===== src/rtl/pm_evt_pkg.sv =====
package pm_evt_pkg;
  localparam int REG_W = 16;

  localparam int B_TMR    = 0;
  localparam int B_BM     = 4;
  localparam int B_GBL    = 5;
  localparam int B_PWRBTN = 8;
  localparam int B_SLPBTN = 9;
  localparam int B_RTC    = 10;
  localparam int B_WAKE   = 15;

  // pending bits software may acknowledge by writing 1
  localparam logic [REG_W-1:0] ACK_MASK =
    (REG_W'(1) << B_WAKE) | (REG_W'(1) << B_RTC) | (REG_W'(1) << B_SLPBTN) |
    (REG_W'(1) << B_PWRBTN) | (REG_W'(1) << B_BM);

  // mask bits software may set
  localparam logic [REG_W-1:0] MASK_WR =
    (REG_W'(1) << B_PWRBTN) | (REG_W'(1) << B_GBL);

  // pairs taking part in the interrupt
  localparam logic [REG_W-1:0] IRQ_SRC =
    (REG_W'(1) << B_TMR) | (REG_W'(1) << B_GBL) | (REG_W'(1) << B_PWRBTN) |
    (REG_W'(1) << B_SLPBTN) | (REG_W'(1) << B_RTC);

  localparam logic [2:0] ACC_BYTES = 3'd2;

  typedef enum logic [1:0] {
    SEL_NONE = 2'd0,
    SEL_PEND = 2'd1,
    SEL_MASK = 2'd2
  } reg_sel_e;
endpackage


===== src/rtl/pm_evt_decode.sv =====
module pm_evt_decode
  import pm_evt_pkg::*;
#(
  parameter int ADDR_W = 16,
  parameter logic [ADDR_W-1:0] BASE_ADDR = 16'h0400
) (
  input  logic [ADDR_W-1:0] addr,
  input  logic [2:0]        size,
  output reg_sel_e          sel
);
  localparam logic [ADDR_W-1:0] MASK_ADDR = BASE_ADDR + ADDR_W'(2);

  always_comb begin
    sel = SEL_NONE;
    if (size == ACC_BYTES) begin
      if (addr == BASE_ADDR)      sel = SEL_PEND;
      else if (addr == MASK_ADDR) sel = SEL_MASK;
    end
  end
endmodule


===== src/rtl/pm_evt_pending.sv =====
module pm_evt_pending
  import pm_evt_pkg::*;
(
  input  logic             clk,
  input  logic             rst_n,
  input  logic             ack_stb,
  input  logic [REG_W-1:0] ack_data,
  input  logic [REG_W-1:0] set_vec,
  output logic [REG_W-1:0] pend_q
);
  logic [REG_W-1:0] clr_vec;

  assign clr_vec = ack_stb ? (ack_data & ACK_MASK) : '0;

  // set is applied after clear so a colliding event survives
  always_ff @(posedge clk) begin
    if (!rst_n) pend_q <= '0;
    else        pend_q <= (pend_q & ~clr_vec) | set_vec;
  end
endmodule


===== src/rtl/pm_evt_mask.sv =====
module pm_evt_mask
  import pm_evt_pkg::*;
(
  input  logic             clk,
  input  logic             rst_n,
  input  logic             wr_stb,
  input  logic [REG_W-1:0] wr_data,
  output logic [REG_W-1:0] mask_q
);
  always_ff @(posedge clk) begin
    if (!rst_n)      mask_q <= '0;
    else if (wr_stb) mask_q <= wr_data & MASK_WR;
  end
endmodule


===== src/rtl/pm_evt_regs.sv =====
module pm_evt_regs
  import pm_evt_pkg::*;
#(
  parameter int ADDR_W = 16,
  parameter logic [ADDR_W-1:0] BASE_ADDR = 16'h0400
) (
  input  logic              clk,
  input  logic              rst_n,
  input  logic              cmd_valid,
  output logic              cmd_ready,
  input  logic              cmd_write,
  input  logic [ADDR_W-1:0] cmd_addr,
  input  logic [2:0]        cmd_size,
  input  logic [15:0]       cmd_wdata,
  output logic              rsp_valid,
  output logic              rsp_err,
  output logic [15:0]       rsp_rdata,
  input  logic              ev_tmr,
  input  logic              ev_bm,
  input  logic              ev_gbl,
  input  logic              ev_pwrbtn,
  input  logic              ev_slpbtn,
  input  logic              ev_rtc,
  input  logic              ev_wake,
  input  logic              pwrbtn_arm,
  output logic              sci
);
  reg_sel_e         sel;
  logic             accept;
  logic [REG_W-1:0] pend_q;
  logic [REG_W-1:0] mask_q;
  logic [REG_W-1:0] set_vec;
  logic             ready_q;

  pm_evt_decode #(.ADDR_W(ADDR_W), .BASE_ADDR(BASE_ADDR)) u_dec (
    .addr(cmd_addr), .size(cmd_size), .sel(sel)
  );

  assign accept = cmd_valid && ready_q;

  always_comb begin
    set_vec           = '0;
    set_vec[B_TMR]    = ev_tmr;
    set_vec[B_BM]     = ev_bm;
    set_vec[B_GBL]    = ev_gbl;
    set_vec[B_PWRBTN] = ev_pwrbtn && pwrbtn_arm;
    set_vec[B_SLPBTN] = ev_slpbtn;
    set_vec[B_RTC]    = ev_rtc;
    set_vec[B_WAKE]   = ev_wake;
  end

  pm_evt_pending u_pend (
    .clk(clk), .rst_n(rst_n),
    .ack_stb(accept && cmd_write && sel == SEL_PEND),
    .ack_data(cmd_wdata), .set_vec(set_vec), .pend_q(pend_q)
  );

  pm_evt_mask u_mask (
    .clk(clk), .rst_n(rst_n),
    .wr_stb(accept && cmd_write && sel == SEL_MASK),
    .wr_data(cmd_wdata), .mask_q(mask_q)
  );

  always_ff @(posedge clk) begin
    if (!rst_n) begin
      ready_q   <= 1'b0;
      rsp_valid <= 1'b0;
      rsp_err   <= 1'b0;
      rsp_rdata <= '0;
    end else begin
      ready_q   <= 1'b1;
      rsp_valid <= accept;
      rsp_err   <= accept && (sel == SEL_NONE);
      rsp_rdata <= '0;
      if (accept && !cmd_write) begin
        if (sel == SEL_PEND)      rsp_rdata <= pend_q;
        else if (sel == SEL_MASK) rsp_rdata <= mask_q;
      end
    end
  end

  assign cmd_ready = ready_q;
  assign sci       = |(pend_q & mask_q & IRQ_SRC);
endmodule


===== config.mk =====
export PLATFORM = sky130hd
export DESIGN_NAME = pm_evt_regs
export DESIGN_NICKNAME = d
export VERILOG_FILES = /design/src/rtl/pm_evt_pkg.sv /design/src/rtl/pm_evt_decode.sv /design/src/rtl/pm_evt_pending.sv /design/src/rtl/pm_evt_mask.sv /design/src/rtl/pm_evt_regs.sv
export SDC_FILE = /design/constraint.sdc
export NUM_CORES = 1
export LEC_CHECK = 0
export BUFFER_PORTS_ARGS = -buffer_cell sky130_fd_sc_hd__buf_2
export CELL_PAD_IN_SITES_DETAIL_PLACEMENT = 0
export CELL_PAD_IN_SITES_GLOBAL_PLACEMENT = 1
export CORE_MARGIN = 8
export CORE_UTILIZATION = 39
export DETAILED_ROUTE_END_ITERATION = 16
export PLACE_DENSITY_LB_ADDON = 0.1
export SETUP_SLACK_MARGIN = 0.2
export SKIP_CTS_REPAIR_TIMING = 1
export SLEW_MARGIN = 30
export SYNTH_ARGS = -nofsm -noshare
export SYNTH_HDL_FRONTEND = slang
export SYNTH_HIERARCHICAL = 1
export SYNTH_SLANG_ARGS = --single-unit

===== constraint.sdc =====
create_clock -name clk -period 3.4 [get_ports clk]
set_clock_uncertainty 0.1 [all_clocks]
set_input_delay 0.68 -clock clk [delete_from_list [all_inputs] [get_ports clk]]
set_output_delay 0.68 -clock clk [all_outputs]
set_load 0.005 [all_outputs]

Word level (Yosys, flattened, before mapping) --
Index checks and enable logic that the tools add are counted.
Storage, ports and cells: register bits 37, output and inout port bits 20, logic and storage cells 33, input bits 47
Cells by class: reduce and logical (&&, ||, !) cells 11, muxes and demuxes 7, equal/unequal tests 5, bitwise gates (word level) 4
Operators by type and width (count):
- 16-bit by 11-bit equality test with 1-bit output (second input constant) | 2
- 16-bit two-way mux | 2
- 16-bit bitwise AND | 1
- 16-bit NOT | 1
- 16-bit bitwise OR | 1
- 11-bit by 9-bit bitwise AND with 11-bit output | 1
- 9-bit two-way mux | 1
- 1-bit logical AND | 7
- 2-bit two-way mux | 3
- 5-bit OR reduction | 1
- 3-bit by 2-bit equality test with 1-bit output (second input constant) | 1
- 2-bit by 1-bit equality test with 1-bit output (second input constant) | 1
- 2-bit equality test (second input constant) | 1
- 2-bit zero test | 1
- 2-bit AND reduction | 1
- 1-bit zero test | 1
- 1-bit two-way mux | 1

Depth between registers and ports, before layout --
Gate-level depths: netlist of the first run.
depth after elaboration 10, mapped depth 7, depth with buffers taken out 6

Modules after synthesis --
The synthesis of the first run kept the hierarchy.
Modules (own cells, without submodules):
- pm_evt_regs | area each 885.8 sq um, cells an instance 85, times used 1
- pm_evt_pending | area each 489.2 sq um, cells an instance 43, times used 1
- pm_evt_mask | area each 181.4 sq um, cells an instance 21, times used 1
- pm_evt_decode | area each 93.8 sq um, cells an instance 10, times used 1

Worst setup path before layout of the first run --
OpenSTA, ideal clock, no wires.
kind input port to flip-flop, start in cmd_addr[0], end reg u_mask.mask_q[5], slack 1.066 ns, stages on the path 7, data arrival time 2.118 ns, library setup time 0.116 ns, path through nor4_1 -> nand3_1 -> nor2_1 -> buf_4 -> nor3b_1 -> mux2i_1 -> nor2b_1
Between the ends: cells in the longest elaborated chain, start to end 6, elaborated cells on any way between the ends 7
RTL lines:
- start: declaration | RTL line pm_evt_regs.sv:12 | input logic [ADDR_W-1:0] cmd_addr,
- 16-bit by 11-bit equality test with 1-bit output | RTL line pm_evt_decode.sv:17 | else if (addr == MASK_ADDR) sel = SEL_MASK;
- 2-bit two-way mux | RTL line pm_evt_decode.sv:17
- 2-bit two-way mux (*) | RTL line pm_evt_decode.sv:16 | if (addr == BASE_ADDR) sel = SEL_PEND;
- 2-bit two-way mux (*) | RTL line pm_evt_decode.sv:15 | if (size == ACC_BYTES) begin
- named net sel[1] | RTL line pm_evt_regs.sv:28 | reg_sel_e sel;
- 2-bit equality test (*) | RTL line pm_evt_regs.sv:60 | .wr_stb(accept && cmd_write && sel == SEL_MASK),
- 1-bit logical AND (*) | RTL line pm_evt_regs.sv:60
- end signal: assignment | RTL line pm_evt_mask.sv:12 | else if (wr_stb) mask_q <= wr_data & MASK_WR;
- end: declaration | RTL line pm_evt_mask.sv:8 | output logic [REG_W-1:0] mask_q
Mark *: on every way through the listed nets, which the timed path passes. The rest lies on a longest branch. A chain may end at the register's enable or synchronous reset.

Worst setup path in the final report of the first run --
start in cmd_addr[0], end reg u_pend.pend_q[10]
Between the ends: elaborated cells on any way between the ends 11
RTL lines:
- 16-bit by 11-bit equality test with 1-bit output | RTL line pm_evt_decode.sv:16
- 2-bit two-way mux | RTL line pm_evt_decode.sv:16
- 2-bit two-way mux | RTL line pm_evt_decode.sv:15
- named net sel[0] | RTL line pm_evt_regs.sv:28
- 2-bit by 1-bit equality test with 1-bit output | RTL line pm_evt_regs.sv:54 | .ack_stb(accept && cmd_write && sel == SEL_PEND),
- 1-bit logical AND | RTL line pm_evt_regs.sv:54
- 16-bit two-way mux | RTL line pm_evt_pending.sv:13 | assign clr_vec = ack_stb ? (ack_data & ACK_MASK) : '0;
- 16-bit NOT | RTL line pm_evt_pending.sv:18 | else pend_q <= (pend_q & ~clr_vec) | set_vec;
- 16-bit bitwise AND | RTL line pm_evt_pending.sv:18
- 16-bit bitwise OR | RTL line pm_evt_pending.sv:18
- end signal: assignment | RTL line pm_evt_pending.sv:18
- end: declaration | RTL line pm_evt_pending.sv:9 | output logic [REG_W-1:0] pend_q
The timed path passes the listed nets, and every way through them passes these cells.

==> flow_summary.toml, run 1 <==
[outcome]
status = "completed"

[sta]
max_slew_margin_pct = 59.86
report.final.slew_viol_count = 0
timing.final.ws_setup_ns = 1.277
finalHoldViolations = 0
fin_crit_ns = 2.123
post-route-period-util_pct = 62.43
worstMarginPinSlew_ns = 0.6007
setup_viol = 0
rsz0062_at_grt = "no"
fin_setup_tns_ns = 0
fmax_mhz = 471.1

[synth]
ys_seq_area_share_pct = 44.88
ys_types = 29
synth_edf_count = 0
yosysWarningCount = 6
ys.flop_type = "dfxtp_1"
syn_area_per_cell_um2 = 10.38
synth_area_um2 = 1650
synthCells = 159
synthArstFlopShare_pct = 0
ys_ff_latch = 37

[power]
power_density_nw_per_um2 = 445.5
leakage_uw = 0.0008384
vdd_drop_max_uv = 206.8

[route]
drc = 0
drt_pre_antenna_iters = 4
post_drt_via_cell_ratio = 4.573
finalWirelength_mm = 3.537
ant_nets = 0
vias = 1253
wl_per_cell_um = 12.91
drtIter0Drc = 59

[clocking]
path_clk_slew_ns = 0.07
cts_tree = "built"
clockBufferDepth = 2
clockRootBuffer = "clkbuf_8"
cts_sinks = 37
h-tree-depth = 2
cts_buffers = 5
clock_latency_ns = 0.29

[finish]
final_nets = 270
synthToLayoutAreaGrowth_pct = 23.05
diodes = 0
drive_above_1_share_pct = 36.61

[die]
start_util_pct = 40.96
die_height_um = 81.05
std_cell_rows = 23
fp.dieArea_um2 = 6569
ioPinCount = 67
fp.dieW_um = 81.05
coreArea_um2 = 4029

[place]
dp_worst_setup_slack_ns = 0.9637
io_buffers = 56
dpl.hpwl_mm = 2.656
gp_congestion = 0.6949

[setup_path]
end_kind = "flip-flop"
path_class = "input port to flip-flop"
worstSetupStartpoint = "cmd_addr[0]"
r2r_start = "cmd_ready"
cp_max_fo = 5
required_ns = 3.44
worstPathArrival_ns = 2.16
start_kind = "input port"

[grt]
grt.overflow.total = 0
grt_pass1_wl_mm = 5.830
grt_max_degree = 35
grt_pass1_vias = 1294
grt_usage_pct = 11.41
antenna_found_initial = 0

[min_path]
hp-class = "flip-flop to flip-flop"
hold_path_startpoint = "u_pend/pend_q[2]"

[job]
maxCapViolCount = 0
[state kept, by name, summed over array words and instances (netlist names)]
name           cells
cmd_ready          1
rsp_err            1
rsp_valid          1
rsp_rdata         16
u_mask/mask_q      2
u_pend/pend_q     16
[area by class of cell]
| class | instances | area [µm²] |
|---|---|---|
| repair buffers | 58 | 295.3 |
| clock buffers | 7 | 86.33 |
| clock inverters | 1 | 30.03 |
| flip-flops and latches | 37 | 740.7 |
| fillers | 406 | 1998 |
| well taps | 50 | 62.56 |
| multi-input cells | 116 | 797.0 |
| inverters | 5 | 18.77 |
[metrics by stage]
step	area [µm²]	total power [µW]	utilization, %	std cells	hold WS (ns)
6_report	2031	904.6	50.40	274	0.3553
5_1_grt	2031	943.7	50.40	274	0.3779
4_1_cts	2031	918.1	50.40	274	0.3576
3_5_place_dp	1914	523.8	47.52	266	0.3408
3_3_place_gp	1914	520.7	47.52	266	0.3355
2_1_floorplan	1729	502.9	-	180	0.3278
[cell usage after synthesis (2+ instances only)]
master | n | area, µm²
a21oi_1 | 6 | 30.03
a21oi_2 | 10 | 87.58
a31oi_1 | 5 | 31.28
buf_2 | 2 | 10.01
buf_4 | 16 | 120.1
buf_6 | 4 | 45.04
conb_1 | 2 | 7.510
dfxtp_1 | 37 | 740.7
inv_1 | 5 | 18.77
mux2i_1 | 2 | 20.02
nand2_1 | 2 | 7.510
nand3_1 | 2 | 10.01
nand3b_1 | 32 | 240.2
nor2_1 | 2 | 7.510
nor2b_1 | 2 | 12.51
nor3b_1 | 3 | 22.52
o21a_1 | 11 | 82.58
o21ai_0 | 5 | 25.02
[final timing paths]
check             cells past startpoint  slack (ns)           endpoint
hold / removal                        1        0.36   u_pend/pend_q[2]
setup reg to reg                      3        1.95  u_pend/pend_q[10]
setup / recovery                      6        1.28  u_pend/pend_q[10]
hold reg to reg                       1        0.36   u_pend/pend_q[2]
[layer usage]
layer	share of wire, %	vias up	track usage [%]
li1	-	654	-
met1	43	562	12.42
met2	50	30	19.09
met3	5.5	7	4.857
met4	1.6	0	4.821
met5	0	-	0
[worst max-delay path: stages]
cell	delay [ns]
buf_2	0.09
nor4_1	0.41
nand2_1	0.12
nor3_2	0.16
nor3b_1	0.54
a31oi_1	0.16
[logic make-up (layout without fill, tap and decap cells)]
kind of cell / after synthesis / count (layout) / share of synthesized area [%]
and+or+nand+nor: 52 / 52 / 25.09
DFF: 37 / 37 / 44.88
buffers and inverters: 27 / 71 / 11.75
muxes: 2 / 2 / 1.213
AOI/OAI and AO/OA: 39 / 39 / 16.60
other: 2 / 23 / 0.4551
[layout by cell type (no fill, tap or decap), types with 2 or more instances in the layout]
cell and count:
a21oi_1 6, a21oi_2 10, a31oi_1 5, buf_2 56
buf_4 2, clkbuf_8 6, conb_1 23, dfxtp_1 37
inv_1 5, mux2i_1 2, nand2_1 2, nand3_1 2
nand3b_1 32, nor2b_1 2, nor3b_1 3, o21a_1 11
o21ai_0 5
[power breakdown]
group | total, µW | internal (µW) | switching (µW)
clock network | 391 | 239 | 152
logic | 56.1 | 29.6 | 26.5
registers | 457 | 448 | 8.98
Note: power is estimated with default switching activity, not from simulation.
==> run 2, diff against run 1 <==
--- a/config.mk
+++ b/config.mk
@@ -9,7 +9,7 @@
 export CELL_PAD_IN_SITES_DETAIL_PLACEMENT = 0
 export CELL_PAD_IN_SITES_GLOBAL_PLACEMENT = 1
 export CORE_MARGIN = 8
-export CORE_UTILIZATION = 39
+export CORE_UTILIZATION = 36
 export DETAILED_ROUTE_END_ITERATION = 16
 export PLACE_DENSITY_LB_ADDON = 0.1
 export SETUP_SLACK_MARGIN = 0.2
==> constraint.sdc (replaced) <==
create_clock -name clk -period 2 [get_ports clk]
set_clock_uncertainty 0.1 [all_clocks]
set_input_delay 0.4 -clock clk [delete_from_list [all_inputs] [get_ports clk]]
set_output_delay 0.4 -clock clk [all_outputs]
set_load 0.005 [all_outputs]
==> run 2 against run 1 <==
Clock power rose by 71%. Worst setup slack worse by 0.95 ns. Via count increased by 3.1%. Global-route usage shrank 0.64 points. Sequential cell count unchanged. Critical path depth up 2. Utilization shrank 1.8 points. Total power grew 72%. Routed wire length grew 4.8%. Critical path type unchanged.
==> flow_summary.toml, run 2 (synthesized netlist as in run 1, its figures left out) <==
[setup_path]
rr_endpoint = "u_mask/mask_q[5]"
crit_chain = "buf_2 > nor4b_4 > nand3_2 > nor3_4 > buf_4 > nor3b_4 > mux2i_1 > nor2b_1"
rr_worst_depth = 4
r2r_slack_ns = 0.61
max_stage_delay_ns = 0.27
end_kind = "flip-flop"
r2r_start = "cmd_ready"
cpMaxStageDelayCell = "nor4b_4"
worstPathArrival_ns = 1.74
start_kind = "input port"
required_ns = 2.08
path_class = "input port to flip-flop"
cp_max_fo = 14

[clocking]
path_clk_slew_ns = 0.07
cts_buffers = 5
clock_latency_ns = 0.29
h-tree-depth = 2
cts_tree = "built"
clockBufferDepth = 2
cts_sinks = 37
clockRootBuffer = "clkbuf_8"

[route]
drtIter0Drc = 35
drc = 0
post_drt_via_cell_ratio = 4.614
drt_pre_antenna_iters = 6
vias = 1292
wl_per_cell_um = 13.24
finalWirelength_mm = 3.707
ant_nets = 0

[finish]
top_regs = "rsp_rdata: 16 flops, u_pend/pend_q: 16 flops, u_mask/mask_q: 2 flops"
final_common_cell = "buf_2"
final_cell_mix = "56 x buf_2, 37 x dfxtp_1, 32 x nand3b_1, 23 x conb_1, 11 x o21a_1"
final_util_pct = 48.57
final_nets = 274
fin_cells = 280
synthToLayoutAreaGrowth_pct = 29.04
drive_above_1_share_pct = 39.04
diodes = 0

[sta]
fmax_mhz = 599.6
rsz0062_at_grt = "no"
post-route-period-util_pct = 83.39
holdWs_ns = 0.2060
setup_viol = 0
finalHoldViolations = 0
fin_crit_ns = 1.668
fin_setup_tns_ns = 0
report.final.slew_viol_count = 0

[die]
start_util_pct = 37.64
fp.dieW_um = 83.71
die_height_um = 83.71
std_cell_rows = 24
fp.dieArea_um2 = 7007
ioPinCount = 67
coreArea_um2 = 4384

[outcome]
status = "completed"

[min_path]
hold_path_startpoint = "cmd_wdata[10]"
min_to = "u_pend/pend_q[10]"
holdPathStages = 2
hp-class = "input port to flip-flop"

[place]
io_buffers = 56
post-place-cells = 272
dpl.hpwl_mm = 2.840
gp_congestion = 0.6683

[power]
vdd_drop_max_uv = 271.7
leakage_uw = 0.0008778
power_density_nw_per_um2 = 729.6

[grt]
antenna_found_initial = 0
grt_pass1_wl_mm = 6.272
grt_pass1_vias = 1379
grt.overflow.total = 0
grt_usage_pct = 10.77
grt_max_degree = 21

[job]
maxCapViolCount = 0
==> run 2: changes by cell type in the layout (fill, tap and decap cells not counted), moves of 2 or more <==
cell | previous run | this run
nor3b_1 | 3 | 1
nor3b_4 | 0 | 2
nor4_4 | 0 | 2
buf_4 | 2 | 6
==> run 2: area by class of cell <==
class,count,area [µm²]
Inverter,5,18.77
Tap cell,52,65.06
Fill cell,422,2255
Sequential cell,37,740.7
Clock inverter,1,30.03
Multi-Input combinational cell,116,863.3
Timing Repair Buffer,62,325.3
Clock buffer,7,86.33
==> run 2: worst max path at each step <==
stage                            start           endpoint  slack [ns]  depth (start not counted)
after CTS                  cmd_addr[5]   u_mask/mask_q[5]        0.32                          8
after global routing      cmd_addr[15]   u_mask/mask_q[5]        0.22                          8
final                     cmd_addr[15]   u_mask/mask_q[5]        0.33                          8
after detailed placement   cmd_addr[5]   u_mask/mask_q[5]        0.02                          8
after global placement    cmd_addr[15]   u_mask/mask_q[8]        0.06                          8
after floorplan           cmd_addr[15]  u_pend/pend_q[10]        0.16                          6
==> run 2: worst max-delay path: cells and delay by family <==
| kind | cells | cell delay [ns] |
|---|---|---|
| buf+inv | 2 | 0.34 |
| mux | 1 | 0.17 |
| simple gates | 5 | 0.83 |
==> run 2: metrics by stage <==
stage	total power [µW]	setup WS [ns]	instance area (µm²)
6_report	1554	0.3322	2130
5_1_grt	1613	0.2244	2130
4_1_cts	1566	0.3211	2130
3_5_place_dp	900.9	0.01852	2013
3_3_place_gp	896.6	0.06349	2013
2_1_floorplan	858.0	0.1606	1802
==> run 2: per-layer routing <==
metal | global-route usage [%] | part of all wire (%) | vias up | wire, µm
met5 | 0 | 0 | - | 0
met2 | 17.12 | 45 | 54 | 1684
met3 | 5.078 | 9.2 | 4 | 342
met4 | 5.181 | 1.5 | 0 | 57
li1 | - | - | 661 | -
met1 | 11.77 | 44 | 573 | 1623
==> run 2: where the power goes <==
part / total [µW] / switching (µW) / internal (µW) / leakage (µW)
registers: 778 / 16.2 / 762 / 0.000304
logic: 106 / 52.0 / 53.9 / 0.000515
clock network: 670 / 263 / 407 / 0.0000585
==> run 3, diff against run 2 <==
--- a/config.mk
+++ b/config.mk
@@ -9,7 +9,7 @@
 export CELL_PAD_IN_SITES_DETAIL_PLACEMENT = 0
 export CELL_PAD_IN_SITES_GLOBAL_PLACEMENT = 1
 export CORE_MARGIN = 8
-export CORE_UTILIZATION = 36
+export CORE_UTILIZATION = 33
 export DETAILED_ROUTE_END_ITERATION = 16
 export PLACE_DENSITY_LB_ADDON = 0.1
 export SETUP_SLACK_MARGIN = 0.2
==> constraint.sdc (replaced) <==
create_clock -name clk -period 1.41 [get_ports clk]
set_clock_uncertainty 0.1 [all_clocks]
set_input_delay 0.282 -clock clk [delete_from_list [all_inputs] [get_ports clk]]
set_output_delay 0.282 -clock clk [all_outputs]
set_load 0.005 [all_outputs]
==> run 3 against run 2 <==
The run now ends with setup timing left. Register-to-register slack got worse by 0.48 ns. First-iteration DRC count decreased by 40%. Via count increased by 3.4%. Worst hold slack got worse by 0.13 ns. Worst setup slack got worse by 0.41 ns. Sequential share of layout area decreased by 2.0 points. Die area increased by 7.3%. Routed wire length increased by 9.4%. Clock-buffer cell count unchanged.
==> flow_summary.toml, run 3 (synthesized netlist as in run 1, its figures left out) <==
[grt]
antenna_found_initial = 0
grt_pass1_vias = 1390
grt_max_degree = 20
grt_usage_pct = 10.69
grt.overflow.total = 0
grt_pass1_wl_mm = 6.306

[sta]
timing.final.ws_setup_ns = -0.08223
fmax_mhz = 670.1
fin_crit_ns = 1.492
rsz0062_at_grt = "yes"
report.final.slew_viol_count = 0
post-route-period-util_pct = 105.8
finalHoldViolations = 0
fin_setup_tns_ns = -0.5978
setup_viol = 19

[setup_path]
crit_family = "simple AND/OR/NAND/NOR gates"
end_kind = "flip-flop"
worstPathArrival_ns = 1.58
r2r_slack_ns = 0.13
crit_buf_inv = 2
cpMaxStageDelayCell = "nor4_4"
crit_chain = "buf_2 > nor4_4 > nand3_2 > buf_4 > nor2_4 > nor3b_4 > mux2i_1 > nor2b_1"
r2r_start = "cmd_ready"
max_stage_delay_ns = 0.27
worstSetupStartpoint = "cmd_addr[4]"
path_class = "input port to flip-flop"
cp_max_fo = 3
required_ns = 1.49
start_kind = "input port"

[power]
p_sw_share_pct = 21.26
power_density_nw_per_um2 = 979.8
vdd_drop_max_uv = 392.6
comb_power_share_pct = 7.6
p_switching_uw = 472.5
p_int_uw = 1750
clockPowerShare_pct = 42.7
leakage_uw = 0.0009368
p_seq_share_pct = 49.7

[finish]
synthToLayoutAreaGrowth_pct = 37.45
final_nets = 283
top_regs = "rsp_rdata: 16 flops, u_pend/pend_q: 16 flops, u_mask/mask_q: 2 flops"
diodes = 0
fillers = 477
final_cell_mix = "53 x buf_2, 35 x dfxtp_1, 32 x nand3b_1, 23 x conb_1"
drive_above_1_share_pct = 43.04
final_common_cell = "buf_2"

[route]
finalWirelength_mm = 4.057
drc = 0
vias = 1336
drtIter0Drc = 21
post_drt_via_cell_ratio = 4.395
drt_pre_antenna_iters = 4
ant_nets = 0
wl_per_cell_um = 13.35

[min_path]
hold_path_startpoint = "cmd_wdata[4]"
hp-class = "input port to flip-flop"

[job]
maxCapViolCount = 0

[outcome]
failed_checks = "setup timing"
status = "finished with violations"

[die]
coreArea_um2 = 4786
start_util_pct = 34.48
ioPinCount = 67
die_height_um = 86.72
fp.dieArea_um2 = 7519
fp.dieW_um = 86.72
std_cell_rows = 25

[place]
dp_worst_setup_slack_ns = -0.4155
gp_congestion = 0.6665
dpl.hpwl_mm = 2.954
io_buffers = 56

[clocking]
cts_tree = "built"
cts_buffers = 5
clock_latency_ns = 0.28
h-tree-depth = 2
cts_sinks = 37
path_clk_slew_ns = 0.07
clockBufferDepth = 2
clockRootBuffer = "clkbuf_8"
## run 3: cell types whose count changed in the layout (fill, tap and decap cells not counted), moves of 2 or more
cell	before	now
buf_4	6	10
dfxtp_2	0	2
buf_2	56	53
dfxtp_1	37	35
buf_6	0	7
## run 3: cell type report
class | instances | area, µm² | share of cell area [%]
Multi-Input combinational cell | 116 | 872.1 | 38.44
Sequential cell | 37 | 743.2 | 32.76
Timing Repair Buffer | 71 | 434.2 | 19.14
Clock buffer | 7 | 86.33 | 3.806
Tap cell | 67 | 83.83 | 3.696
Clock inverter | 1 | 30.03 | 1.324
Inverter | 5 | 18.77 | 0.8274
## run 3: routing by layer
layer / routed length (µm) / vias to the layer above / track usage, %
met5: 0 / - / 0
met4: 74 / 0 / 5.634
met3: 250 / 8 / 3.781
met2: 2059 / 31 / 18.82
met1: 1673 / 614 / 10.84
li1: - / 683 / -
## run 3: path summary, 6_finish.rpt
path,cells past startpoint,to
worst max-delay path,8,u_mask/mask_q[5]
worst min-delay path,2,u_pend/pend_q[4]
worst max register to register,4,u_mask/mask_q[5]
worst min register to register,1,u_pend/pend_q[11]
## run 3: through the flow
stage	hold WS (ns)	util [%]	std cells	cell area [µm²]	total power, µW
6_report	0.07967	47.40	304	2268	2223
5_1_grt	0.07905	47.40	304	2268	2303
4_1_cts	0.07354	45.20	297	2163	2238
3_5_place_dp	0.3436	42.77	289	2047	1284
3_3_place_gp	0.3366	42.77	289	2047	1278
2_1_floorplan	0.2097	-	180	1802	1217
## run 3: power by group through the flow
stage          combinational [µW]  sequential (µW)  clock, µW
5_1_grt                       188             1110       1010
3_3_place_gp                  152             1130          0
3_5_place_dp                  157             1130          0
4_1_cts                       157             1100        978
6_report                      169             1100        949
2_1_floorplan                95.2             1120          0
